--- config.mk ---
export PLATFORM = sky130hd
export DESIGN_NAME = sio_uart
export DESIGN_NICKNAME = d
export VERILOG_FILES = /design/src/rtl/sio_pkg.sv /design/src/rtl/sio_tx.sv /design/src/rtl/sio_rx.sv /design/src/rtl/sio_regs.sv /design/src/rtl/sio_uart.sv
export SDC_FILE = /design/constraint.sdc
export NUM_CORES = 1
export LEC_CHECK = 0
export ABC_CLOCK_PERIOD_IN_PS = 3700
export CAP_MARGIN = 40
export CORE_ASPECT_RATIO = 1.25
export CORE_UTILIZATION = 45
export DETAILED_ROUTE_END_ITERATION = 10
export PLACE_DENSITY = 0.67
export SKIP_CTS_REPAIR_TIMING = 1
export SYNTH_ARGS = -nofsm -noshare
export SYNTH_HDL_FRONTEND = slang
export SYNTH_SLANG_ARGS = --single-unit
--- constraint.sdc ---
create_clock -name clk -period 3.7 [get_ports clk]
set_input_delay 0.37 -clock clk [delete_from_list [all_inputs] [get_ports clk]]
set_output_delay 0.37 -clock clk [all_outputs]
set_load 0.005 [all_outputs]
--- src/rtl/sio_pkg.sv ---
package sio_pkg;

  localparam int unsigned OFF_DIV  = 4;
  localparam int unsigned OFF_DATA = 8;
  localparam int unsigned MIN_BIT  = 2;
  localparam int unsigned FRAME_BITS = 10;

  typedef enum logic [1:0] {
    RX_IDLE,
    RX_START,
    RX_DATA,
    RX_STOP
  } rx_state_e;

  // clock cycles in one bit time for a given divider value
  function automatic logic [31:0] bit_cycles(input logic [31:0] div);
    return (div < MIN_BIT) ? 32'(MIN_BIT) : div;
  endfunction

  // delay from start edge to mid start bit
  function automatic logic [31:0] half_cycles(input logic [31:0] div);
    return bit_cycles(div) >> 1;
  endfunction

  // shift pattern for one frame: stop, data, start (bit 0 goes out first)
  function automatic logic [FRAME_BITS-1:0] frame_of(input logic [7:0] b);
    return {1'b1, b, 1'b0};
  endfunction

endpackage

--- src/rtl/sio_tx.sv ---
module sio_tx #(
  parameter int unsigned DIV_W = 16
) (
  input  logic             clk,
  input  logic             rst_n,
  input  logic [DIV_W-1:0] div_i,
  input  logic             start_i,
  input  logic [7:0]       data_i,
  output logic             txd_o,
  output logic             busy_o
);
  import sio_pkg::*;

  localparam int unsigned CNT_W = $clog2(FRAME_BITS + 1);

  logic [FRAME_BITS-1:0] shift_q;
  logic [CNT_W-1:0]      left_q;
  logic [DIV_W-1:0]      cnt_q;
  logic [31:0]           full32;
  logic [DIV_W-1:0]      reload;
  logic                  bit_end;

  assign full32  = bit_cycles(32'(div_i));
  assign reload  = DIV_W'(full32 - 32'd1);
  assign busy_o  = (left_q != '0);
  assign bit_end = busy_o && (cnt_q == '0);
  assign txd_o   = busy_o ? shift_q[0] : 1'b1;

  always_ff @(posedge clk or negedge rst_n) begin
    if (!rst_n) begin
      shift_q <= '1;
      left_q  <= '0;
      cnt_q   <= '0;
    end else if (start_i && !busy_o) begin
      shift_q <= frame_of(data_i);
      left_q  <= CNT_W'(FRAME_BITS);
      cnt_q   <= reload;
    end else if (bit_end) begin
      shift_q <= {1'b1, shift_q[FRAME_BITS-1:1]};
      left_q  <= left_q - 1'b1;
      cnt_q   <= reload;
    end else if (busy_o) begin
      cnt_q <= cnt_q - 1'b1;
    end
  end

  p_idle_high_r4: assert property (@(posedge clk) disable iff (!rst_n)
    !busy_o |-> txd_o);
  p_start_low_r4: assert property (@(posedge clk) disable iff (!rst_n)
    (start_i && !busy_o) |=> (!txd_o && busy_o));
  p_bit_hold_r3: assert property (@(posedge clk) disable iff (!rst_n)
    (busy_o && cnt_q != '0 && !start_i) |=> $stable(txd_o));

endmodule

--- src/rtl/sio_rx.sv ---
module sio_rx #(
  parameter int unsigned DIV_W = 16
) (
  input  logic             clk,
  input  logic             rst_n,
  input  logic [DIV_W-1:0] div_i,
  input  logic             rxd_i,
  output logic             done_o,
  output logic [7:0]       byte_o
);
  import sio_pkg::*;

  rx_state_e        st_q;
  logic [1:0]       sync_q;
  logic             rx_s;
  logic             prev_q;
  logic [DIV_W-1:0] cnt_q;
  logic [2:0]       nbit_q;
  logic [7:0]       sh_q;
  logic             done_q;
  logic [7:0]       byte_q;
  logic [31:0]      full32;
  logic [31:0]      half32;
  logic [DIV_W-1:0] full_ld;
  logic [DIV_W-1:0] half_ld;
  logic             fall_evt;
  logic             sample_tick;

  assign rx_s        = sync_q[1];
  assign full32      = bit_cycles(32'(div_i));
  assign half32      = half_cycles(32'(div_i));
  assign full_ld     = DIV_W'(full32 - 32'd1);
  assign half_ld     = DIV_W'(half32 - 32'd1);
  assign fall_evt    = prev_q && !rx_s;
  assign sample_tick = (st_q != RX_IDLE) && (cnt_q == '0);
  assign done_o      = done_q;
  assign byte_o      = byte_q;

  always_ff @(posedge clk or negedge rst_n) begin
    if (!rst_n) begin
      sync_q <= 2'b11;
      prev_q <= 1'b1;
      st_q   <= RX_IDLE;
      cnt_q  <= '0;
      nbit_q <= '0;
      sh_q   <= '0;
      done_q <= 1'b0;
      byte_q <= '0;
    end else begin
      sync_q <= {sync_q[0], rxd_i};
      prev_q <= rx_s;
      done_q <= 1'b0;
      unique case (st_q)
        RX_IDLE: begin
          if (fall_evt) begin
            cnt_q <= half_ld;
            st_q  <= RX_START;
          end
        end
        RX_START: begin
          if (!sample_tick) cnt_q <= cnt_q - 1'b1;
          else if (!rx_s) begin
            cnt_q  <= full_ld;
            nbit_q <= '0;
            st_q   <= RX_DATA;
          end else st_q <= RX_IDLE;
        end
        RX_DATA: begin
          if (!sample_tick) cnt_q <= cnt_q - 1'b1;
          else begin
            sh_q  <= {rx_s, sh_q[7:1]};
            cnt_q <= full_ld;
            if (nbit_q == 3'd7) st_q <= RX_STOP;
            else nbit_q <= nbit_q + 1'b1;
          end
        end
        RX_STOP: begin
          if (!sample_tick) cnt_q <= cnt_q - 1'b1;
          else begin
            if (rx_s) begin
              done_q <= 1'b1;
              byte_q <= sh_q;
            end
            st_q <= RX_IDLE;
          end
        end
        default: st_q <= RX_IDLE;
      endcase
    end
  end

  p_stop_high_r6: assert property (@(posedge clk) disable iff (!rst_n)
    done_q |-> $past(rx_s));
  p_done_single_r6: assert property (@(posedge clk) disable iff (!rst_n)
    done_q |=> !done_q);

endmodule

--- src/rtl/sio_regs.sv ---
module sio_regs #(
  parameter int unsigned DIV_W   = 16,
  parameter int unsigned DIV_RST = 16,
  parameter int unsigned ADDR_W  = 4
) (
  input  logic              clk,
  input  logic              rst_n,
  input  logic              bus_valid,
  input  logic              bus_we,
  input  logic [ADDR_W-1:0] bus_addr,
  input  logic [31:0]       bus_wdata,
  output logic [31:0]       bus_rdata,
  output logic              bus_ready,
  input  logic              tx_busy_i,
  input  logic              rx_done_i,
  input  logic [7:0]        rx_byte_i,
  output logic [DIV_W-1:0]  div_o,
  output logic              tx_start_o,
  output logic [7:0]        tx_data_o
);
  import sio_pkg::*;

  logic             hit_div;
  logic             hit_data;
  logic             data_wr;
  logic             fire;
  logic             rd_data;
  logic [DIV_W-1:0] div_q;
  logic             buf_v_q;
  logic [7:0]       buf_q;

  assign hit_div    = (bus_addr == ADDR_W'(OFF_DIV));
  assign hit_data   = (bus_addr == ADDR_W'(OFF_DATA));
  assign data_wr    = bus_valid && bus_we && hit_data;
  assign bus_ready  = !(data_wr && tx_busy_i);
  assign fire       = bus_valid && bus_ready;
  assign tx_start_o = fire && bus_we && hit_data;
  assign tx_data_o  = bus_wdata[7:0];
  assign rd_data    = fire && !bus_we && hit_data;
  assign div_o      = div_q;

  always_ff @(posedge clk or negedge rst_n) begin
    if (!rst_n) begin
      div_q   <= DIV_W'(DIV_RST);
      buf_v_q <= 1'b0;
      buf_q   <= '0;
    end else begin
      if (fire && bus_we && hit_div) div_q <= bus_wdata[DIV_W-1:0];
      if (rx_done_i) begin
        buf_v_q <= 1'b1;
        buf_q   <= rx_byte_i;
      end else if (rd_data) begin
        buf_v_q <= 1'b0;
      end
    end
  end

  always_comb begin
    if (hit_div)       bus_rdata = 32'(div_q);
    else if (hit_data) bus_rdata = buf_v_q ? {24'd0, buf_q} : '1;
    else               bus_rdata = '0;
  end

  p_stall_r5: assert property (@(posedge clk) disable iff (!rst_n)
    (data_wr && tx_busy_i) |-> (!bus_ready && !tx_start_o));
  p_read_clears_r7: assert property (@(posedge clk) disable iff (!rst_n)
    (rd_data && !rx_done_i) |=> !buf_v_q);
  p_overwrite_r9: assert property (@(posedge clk) disable iff (!rst_n)
    rx_done_i |=> (buf_v_q && buf_q == $past(rx_byte_i)));

endmodule

--- src/rtl/sio_uart.sv ---
module sio_uart #(
  parameter int unsigned DIV_W   = 16,
  parameter int unsigned DIV_RST = 16,
  parameter int unsigned ADDR_W  = 4
) (
  input  logic              clk,
  input  logic              rst_n,
  input  logic              bus_valid,
  input  logic              bus_we,
  input  logic [ADDR_W-1:0] bus_addr,
  input  logic [31:0]       bus_wdata,
  output logic [31:0]       bus_rdata,
  output logic              bus_ready,
  output logic              uart_txd,
  input  logic              uart_rxd
);

  logic [DIV_W-1:0] div_w;
  logic             tx_start_w;
  logic [7:0]       tx_data_w;
  logic             tx_busy_w;
  logic             rx_done_w;
  logic [7:0]       rx_byte_w;

  sio_regs #(.DIV_W(DIV_W), .DIV_RST(DIV_RST), .ADDR_W(ADDR_W)) u_regs (
    .clk        (clk),
    .rst_n      (rst_n),
    .bus_valid  (bus_valid),
    .bus_we     (bus_we),
    .bus_addr   (bus_addr),
    .bus_wdata  (bus_wdata),
    .bus_rdata  (bus_rdata),
    .bus_ready  (bus_ready),
    .tx_busy_i  (tx_busy_w),
    .rx_done_i  (rx_done_w),
    .rx_byte_i  (rx_byte_w),
    .div_o      (div_w),
    .tx_start_o (tx_start_w),
    .tx_data_o  (tx_data_w)
  );

  sio_tx #(.DIV_W(DIV_W)) u_tx (
    .clk     (clk),
    .rst_n   (rst_n),
    .div_i   (div_w),
    .start_i (tx_start_w),
    .data_i  (tx_data_w),
    .txd_o   (uart_txd),
    .busy_o  (tx_busy_w)
  );

  sio_rx #(.DIV_W(DIV_W)) u_rx (
    .clk    (clk),
    .rst_n  (rst_n),
    .div_i  (div_w),
    .rxd_i  (uart_rxd),
    .done_o (rx_done_w),
    .byte_o (rx_byte_w)
  );

endmodule

==> results.ini, run 1 <==
[status]
status = finished clean

[synth]
netlist.area_leader.share_pct = 36.0
synth_enable_flop_cells = 0
synth_nets = 643
netlist_top_cells_area = sky130_fd_sc_hd__dfrtp_1 (36%), sky130_fd_sc_hd__mux2_2 (8.1%), sky130_fd_sc_hd__dfstp_2 (6.0%)
synth_area_per_cell_um2 = 9.65
yosysTopAreaCell = sky130_fd_sc_hd__dfrtp_1
synth_seq_area_share_pct = 42.0
synthFlopType = sky130_fd_sc_hd__dfrtp_1
mappedNetlistArea_um2 = 5690
ys_warn_count = 0
ys_seq_elements = 95
postSynth.asyncResetShare_pct = 100
synth_cell_type_count = 62
syn-instance-count = 590

[pwr]
power_per_cell_area_nw_per_um2 = 573
power.switching_mw = 1.44
sw_frac_of_total_pct = 37.5
power.total_mw = 3.85
clock_network_fraction_of_total_power_pct = 25.9
total_leakage_power_nw = 2.81
seqPwrFrac_pct = 35.9
power.internal_mw = 2.41
max-vdd-ir-drop_mv = 0.295
comb_power_share_pct = 38.2

[floorplanning]
die-area_um2 = 13100
floorplan.rows = 45
ioPinCount = 75
die-height_um = 128
core_area_um2 = 12200
die_w_um = 103
initial_utilization_pct = 46.6

[final_layout]
final_common_cell = sky130_fd_sc_hd__dfrtp_1
n_antenna_cell = 0
fin_area_um2 = 6710
layout.cells.most_common_list = sky130_fd_sc_hd__dfrtp_1 (82), sky130_fd_sc_hd__clkdlybuf4s50_1 (57), sky130_fd_sc_hd__mux2_2 (41), sky130_fd_sc_hd__o21ai_0 (41), sky130_fd_sc_hd__nand2_1 (39)
layout-drive-gt1-share_pct = 16.1
nNetsFinal = 681
areaGrowthSynthToFinish_pct = 17.9
fillerInstances = 1093

[route]
wl_um = 14300
met2_wirelength_um = 7220
wl_met3_um = 451
routed_metal_1_wirelength_um = 6200
detail_route.iter0.violations = 271
vias = 4665
ant_nets = 0
drc = 0
top_layer_used = met4
wl_per_cell_um = 17.9
viasPerCell = 5.85
drt-pass1-iter-count = 4

[global_route]
grt-ovfl-total = 0
grt_antenna_before_repair = 0
grt_max_degree = 44
grt.total_usage_pct = 23.2
grt_first_pass_wirelength_um = 23300
first_global_vias = 4597

[placement]
dp_hpwl_um = 10600
post_placement_cell_area_um2 = 6400
port_buffers = 58
routabilityCongestion = 0.866

[setup_path]
critical_path_required_ns = 3.93
timing.critical_path.to_type = flop
crit_path_start_kind = flop
criticalPathCategory = reg -> reg
worst-path-max-fanout = 10
worst_ep_arrival_time_ns = 3.50

[clock_network]
numClockSinks = 95
ctsHtreeMaxLevel = 3
clk_transition_reported_paths_ns = 0.07
cts.path.max_buffers = 2
tritoncts = done
cts_made_buffers = 9
clk_latency_ns = 0.35
clockRootBuffer = sky130_fd_sc_hd__clkbuf_16

[sta]
finalSetupViolCount = 0
worst_slew_slack_as_a_fraction_of_its_limit_pct = 38.1
finalSetupTns_ns = 0
final.min_clock_period_ns = 3.27
finalHoldViolCount = 0
grt_setup_unrepaired = no
maxClockFrequency_mhz = 306
final.period_utilization_pct = 88.3
worst_pin_slew_ns = 0.928
final_max_slew_viol_count = 0
clock-skew-final_ns = 0.00927

[job]
cap_violations = 0

[worst_hold_path]
hp-class = in -> async

==> path summary, 6_finish.rpt <==
kind / startpoint / endpoint / slack (ns) / cells past startpoint
max: u_regs.div_o[1]$_DFFE_PN0P_ / u_rx.cnt_q[12]$_DFFE_PN0P_ / 0.43 / 11
min: rst_n / u_rx.sh_q[1]$_DFFE_PN0P_ / 0.02 / 1
max reg2reg: u_regs.div_o[1]$_DFFE_PN0P_ / u_rx.cnt_q[12]$_DFFE_PN0P_ / 0.43 / 11
min reg2reg: u_rx.sync_q[0]$_DFF_PN1_ / u_rx.sync_q[1]$_DFF_PN1_ / 0.36 / 0
max in group asynchronous: rst_n / u_rx.prev_q$_DFF_PN1_ / 3.01 / 2
min in group clk: u_rx.sync_q[0]$_DFF_PN1_ / u_rx.sync_q[1]$_DFF_PN1_ / 0.36 / 0
==> kinds of logic after synthesis <==
family	after synthesis	synth area share [%]
AO/OA/AOI/OAI	145	17.5
XOR/XNOR	26	4.00
adder cells (fa/ha/maj)	12	2.64
buffers and inverters	67	5.54
flip-flops	95	42.0
multiplexers	52	10.0
AND/OR/NAND/NOR	193	18.2
==> flip-flops by register name, summed over array words and instances, names as in the netlist, named ones only <==
| signal | cells |
|---|---|
| u_rx.done_o | 1 |
| u_rx.byte_o | 8 |
| u_tx.left_q | 4 |
| u_rx.sh_q | 8 |
| u_regs.div_o | 16 |
| u_rx.cnt_q | 16 |
| u_regs.buf_q | 8 |
| u_rx.prev_q | 1 |
| u_rx.sync_q | 2 |
| u_tx.shift_q | 9 |
| u_tx.cnt_q | 16 |
| u_rx.st_q | 1 |
| u_rx.nbit_q | 3 |
| u_regs.buf_v_q | 1 |
==> critical path, stage by stage (launching register included) <==
cell and delay (ns):
sky130_fd_sc_hd__dfrtp_1 0.50, sky130_fd_sc_hd__nor4_1 0.38, sky130_fd_sc_hd__buf_4 0.19, sky130_fd_sc_hd__nand3_1 0.23, sky130_fd_sc_hd__nor3_1 0.36, sky130_fd_sc_hd__a21oi_1 0.17
sky130_fd_sc_hd__ha_1 0.31, sky130_fd_sc_hd__and3_1 0.19, sky130_fd_sc_hd__nand2_1 0.08, sky130_fd_sc_hd__xor2_1 0.33, sky130_fd_sc_hd__o21ai_0 0.13, sky130_fd_sc_hd__a221o_1 0.30
==> metrics by stage <==
step	worst slack (ns)	hold slack (ns)	instances	utilization [%]
floorplan	0.496	0.0744	590	-
global placement	0.533	0.345	780	52.2
detailed placement	0.490	0.347	781	52.4
CTS	0.469	0.0352	797	54.9
global route	0.213	0.0683	797	54.9
finish	0.433	0.0229	797	54.9
==> power groups by stage <==
stage	Combinational, mW	Sequential (mW)	Clock, mW
floorplan	1.09	1.30	0
global placement	1.42	1.39	0
detailed placement	1.46	1.40	0
CTS	1.46	1.38	1.01
global route	1.62	1.41	1.05
finish	1.47	1.38	0.996
==> cell usage after synthesis, types with 7 or more instances <==
cell / count
sky130_fd_sc_hd__inv_1: 16
sky130_fd_sc_hd__nand3_1: 21
sky130_fd_sc_hd__a21oi_1: 22
sky130_fd_sc_hd__a221o_1: 8
sky130_fd_sc_hd__nand2_1: 39
sky130_fd_sc_hd__nor4_1: 10
sky130_fd_sc_hd__nor2_1: 32
sky130_fd_sc_hd__dfstp_2: 13
sky130_fd_sc_hd__mux2_2: 41
sky130_fd_sc_hd__ha_1: 12
sky130_fd_sc_hd__xnor2_1: 16
sky130_fd_sc_hd__dfrtp_1: 82
sky130_fd_sc_hd__clkbuf_1: 30
sky130_fd_sc_hd__o21ai_0: 41
sky130_fd_sc_hd__xor2_1: 10
sky130_fd_sc_hd__nand4_1: 7
sky130_fd_sc_hd__or4_1: 7
sky130_fd_sc_hd__buf_4: 15
sky130_fd_sc_hd__mux2i_1: 11
sky130_fd_sc_hd__a21o_1: 12
sky130_fd_sc_hd__nor3_1: 19
sky130_fd_sc_hd__a22o_1: 11
sky130_fd_sc_hd__or3_1: 9
sky130_fd_sc_hd__nand2b_1: 14
==> layer usage <==
metal / vias up / track usage, %
li1: 2235 / -
met1: 2278 / 29.8
met2: 126 / 38.5
met3: 26 / 3.33
met4: 0 / 10.0
met5: - / 0
==> cell type report <==
type	instances	area [um2]	area share, %
inverter	16	60.1	0.895
multi-input combinational	428	3000	44.6
clock buffer	11	233	3.47
clock inverter	5	82.6	1.23
timing repair buffer	78	741	11.0
sequential	95	2390	35.7
tap	164	205	3.06
Power figures use the tool's default switching activity.
==> run 2, diff against run 1 <==
- ABC_CLOCK_PERIOD_IN_PS: 3700 -> 4200
- HOLD_SLACK_MARGIN: unset -> 0.06
- clock period: 3.7 -> 4.2 ns (I/O delays scaled with it)
==> run 2 against run 1 <==
Net effect: clock power fell by 20%; sequential cell count did not move; register-to-register slack improved by 0.07 ns; first-iteration DRC count rose by 14%; final cell count fell by 0.13%; core utilization fell by 0.39 points; cell area fell by 0.71%; global-route usage rose by 0.72 points; largest power group unchanged; highest routed layer unchanged.
==> results.ini, run 2 (synthesized netlist as in run 1, its figures left out) <==
[floorplanning]
die_w_um = 103  ; unchanged
die-height_um = 128  ; unchanged
die-area_um2 = 13100  ; unchanged
initial_utilization_pct = 46.6  ; unchanged
floorplan.rows = 45  ; unchanged
ioPinCount = 75  ; unchanged
core_area_um2 = 12200  ; unchanged

[worst_hold_path]
hp-class = in -> async

[setup_path]
worst_ep_arrival_time_ns = 3.92  ; +0.42 ns
timing.critical_path.to_type = flop
crit_chain = nor4_1 -> and3_1 -> nand2_1 -> o31ai_1 -> ha_1 -> nand3_1 -> or3_1 -> xnor2_1 -> a21o_1 -> a221o_1
r2r_cells = 10  ; -1
max_stage_delay_ns = 0.67  ; +0.17 ns
worst-path-max-fanout = 10  ; unchanged
worst-path-stages = 10  ; -1
critical_path.slowest_cell = sky130_fd_sc_hd__nor4_1
path_delay_family = simple AND/OR/NAND/NOR gates
critical_path_required_ns = 4.43  ; +0.50 ns
worstPathBufferInverterCount = 0  ; -1
r2r_setup_slack_ns = 0.50  ; +0.07 ns
crit_path_start_kind = flop
criticalPathCategory = reg -> reg

[final_layout]
nNetsFinal = 680  ; -0.15%
final_common_cell = sky130_fd_sc_hd__dfrtp_1
layout-drive-gt1-share_pct = 16.3  ; +0.18 points
areaGrowthSynthToFinish_pct = 17.1
finish.utilization_pct = 54.5  ; -0.39 points
fillerInstances = 1100  ; +0.64%
multi_input_comb_area_um2 = 3000  ; unchanged
n_antenna_cell = 0  ; unchanged
sequential_cell_area_um2 = 2390  ; unchanged
fin_area_um2 = 6660  ; -0.71%
layout.cells.most_common_list = sky130_fd_sc_hd__dfrtp_1 (82), sky130_fd_sc_hd__clkdlybuf4s50_1 (57), sky130_fd_sc_hd__mux2_2 (41), sky130_fd_sc_hd__o21ai_0 (41), sky130_fd_sc_hd__nand2_1 (39)

[route]
drt-pass1-iter-count = 6  ; +2
wl_um = 14500  ; +1.6%
detail_route.iter0.violations = 309  ; +14%
wl_per_cell_um = 18.2  ; +1.7%
vias = 4764  ; +2.1%
drc = 0  ; unchanged
viasPerCell = 5.98  ; +2.3%
ant_nets = 0  ; unchanged

[global_route]
grt_first_pass_wirelength_um = 24000  ; +3.2%
grt_antenna_before_repair = 0  ; unchanged
grt_max_degree = 64  ; +45%
first_global_vias = 4699  ; +2.2%
grt.total_usage_pct = 23.9  ; +0.72 points
grt-ovfl-total = 0  ; unchanged

[status]
status = finished clean

[sta]
clock-skew-final_ns = 0.00705  ; -0.00221 ns
finalSetupViolCount = 0  ; unchanged
post-route-worst-setup-slack_ns = 0.505  ; +0.0716 ns
finalHoldViolCount = 0  ; unchanged
maxClockFrequency_mhz = 271  ; -12%
final.period_utilization_pct = 88.0  ; -0.31 points
finalSetupTns_ns = 0  ; unchanged
worst_slew_slack_as_a_fraction_of_its_limit_pct = 44.2  ; +6.1 points
grt_setup_unrepaired = no
final_max_slew_viol_count = 0  ; unchanged
final.min_clock_period_ns = 3.70  ; +0.428 ns
worst_pin_slew_ns = 0.838  ; -0.0909 ns

[clock_network]
numClockSinks = 95  ; unchanged
ctsHtreeMaxLevel = 3  ; unchanged
tritoncts = done
clockRootBuffer = sky130_fd_sc_hd__clkbuf_16
cts.path.max_buffers = 2  ; unchanged
clk_transition_reported_paths_ns = 0.07  ; about the same
cts_made_buffers = 9  ; unchanged
clk_latency_ns = 0.35  ; about the same

[job]
cap_violations = 0  ; unchanged

[placement]
post_placement_cell_area_um2 = 6380  ; -0.31%
dp_hpwl_um = 10500  ; -0.31%
port_buffers = 58  ; unchanged
placement.setup.worst_slack_ns = 0.562  ; +0.0721 ns
routabilityCongestion = 0.843  ; -2.6%

[pwr]
max-vdd-ir-drop_mv = 0.305  ; +3.6%
power.total_mw = 3.32  ; -14%
power_per_cell_area_nw_per_um2 = 498  ; -13%
total_leakage_power_nw = 2.80  ; -0.26%

run 2: changes by cell type in the layout (fill, tap and decap cells not counted):
cell,before,now
sky130_fd_sc_hd__buf_12,1,0
sky130_fd_sc_hd__clkinvlp_4,3,0
sky130_fd_sc_hd__clkinv_4,0,2
sky130_fd_sc_hd__bufinv_16,2,0
sky130_fd_sc_hd__clkbuf_1,2,0
sky130_fd_sc_hd__clkinv_2,0,1
sky130_fd_sc_hd__inv_6,0,2
sky130_fd_sc_hd__inv_8,0,2
run 2: worst paths after layout:
path	from	to
max	u_regs.div_o[1]$_DFFE_PN0P_	u_rx.cnt_q[14]$_DFFE_PN0P_
max reg2reg	u_regs.div_o[1]$_DFFE_PN0P_	u_rx.cnt_q[14]$_DFFE_PN0P_
min	rst_n	u_rx.sh_q[3]$_DFFE_PN0P_
min reg2reg	u_rx.sync_q[0]$_DFF_PN1_	u_rx.sync_q[1]$_DFF_PN1_
min in group clk	u_rx.sync_q[0]$_DFF_PN1_	u_rx.sync_q[1]$_DFF_PN1_
max in group asynchronous	rst_n	u_rx.prev_q$_DFF_PN1_
run 2: metrics by stage:
step,hold WS [ns],std cells
global placement,0.348,778
finish,0.150,796
floorplan,0.124,590
CTS,0.192,796
global route,0.222,796
detailed placement,0.350,780
run 2: final cells by class:
type / instances / share of cell area, %
Tap cell: 164 / 3.08
Inverter: 16 / 0.901
Timing Repair Buffer: 77 / 10.8
Clock buffer: 9 / 3.38
Clock inverter: 7 / 0.939
Multi-Input combinational cell: 428 / 45.0
Sequential cell: 95 / 35.9
run 2: layer usage:
metal	up-vias	part of all wire, %	track usage, %
met5	-	0	0
met3	30	4.0	3.87
met2	139	49	38.8
met1	2353	44	31.6
li1	2242	-	-
met4	0	2.6	9.33
run 2: power breakdown:
group	internal, mW	leakage (nW)	total, mW	switching, mW
logic	0.547	1.49	1.30	0.757
clock network	0.415	0.144	0.797	0.381
registers	1.04	1.17	1.22	0.178
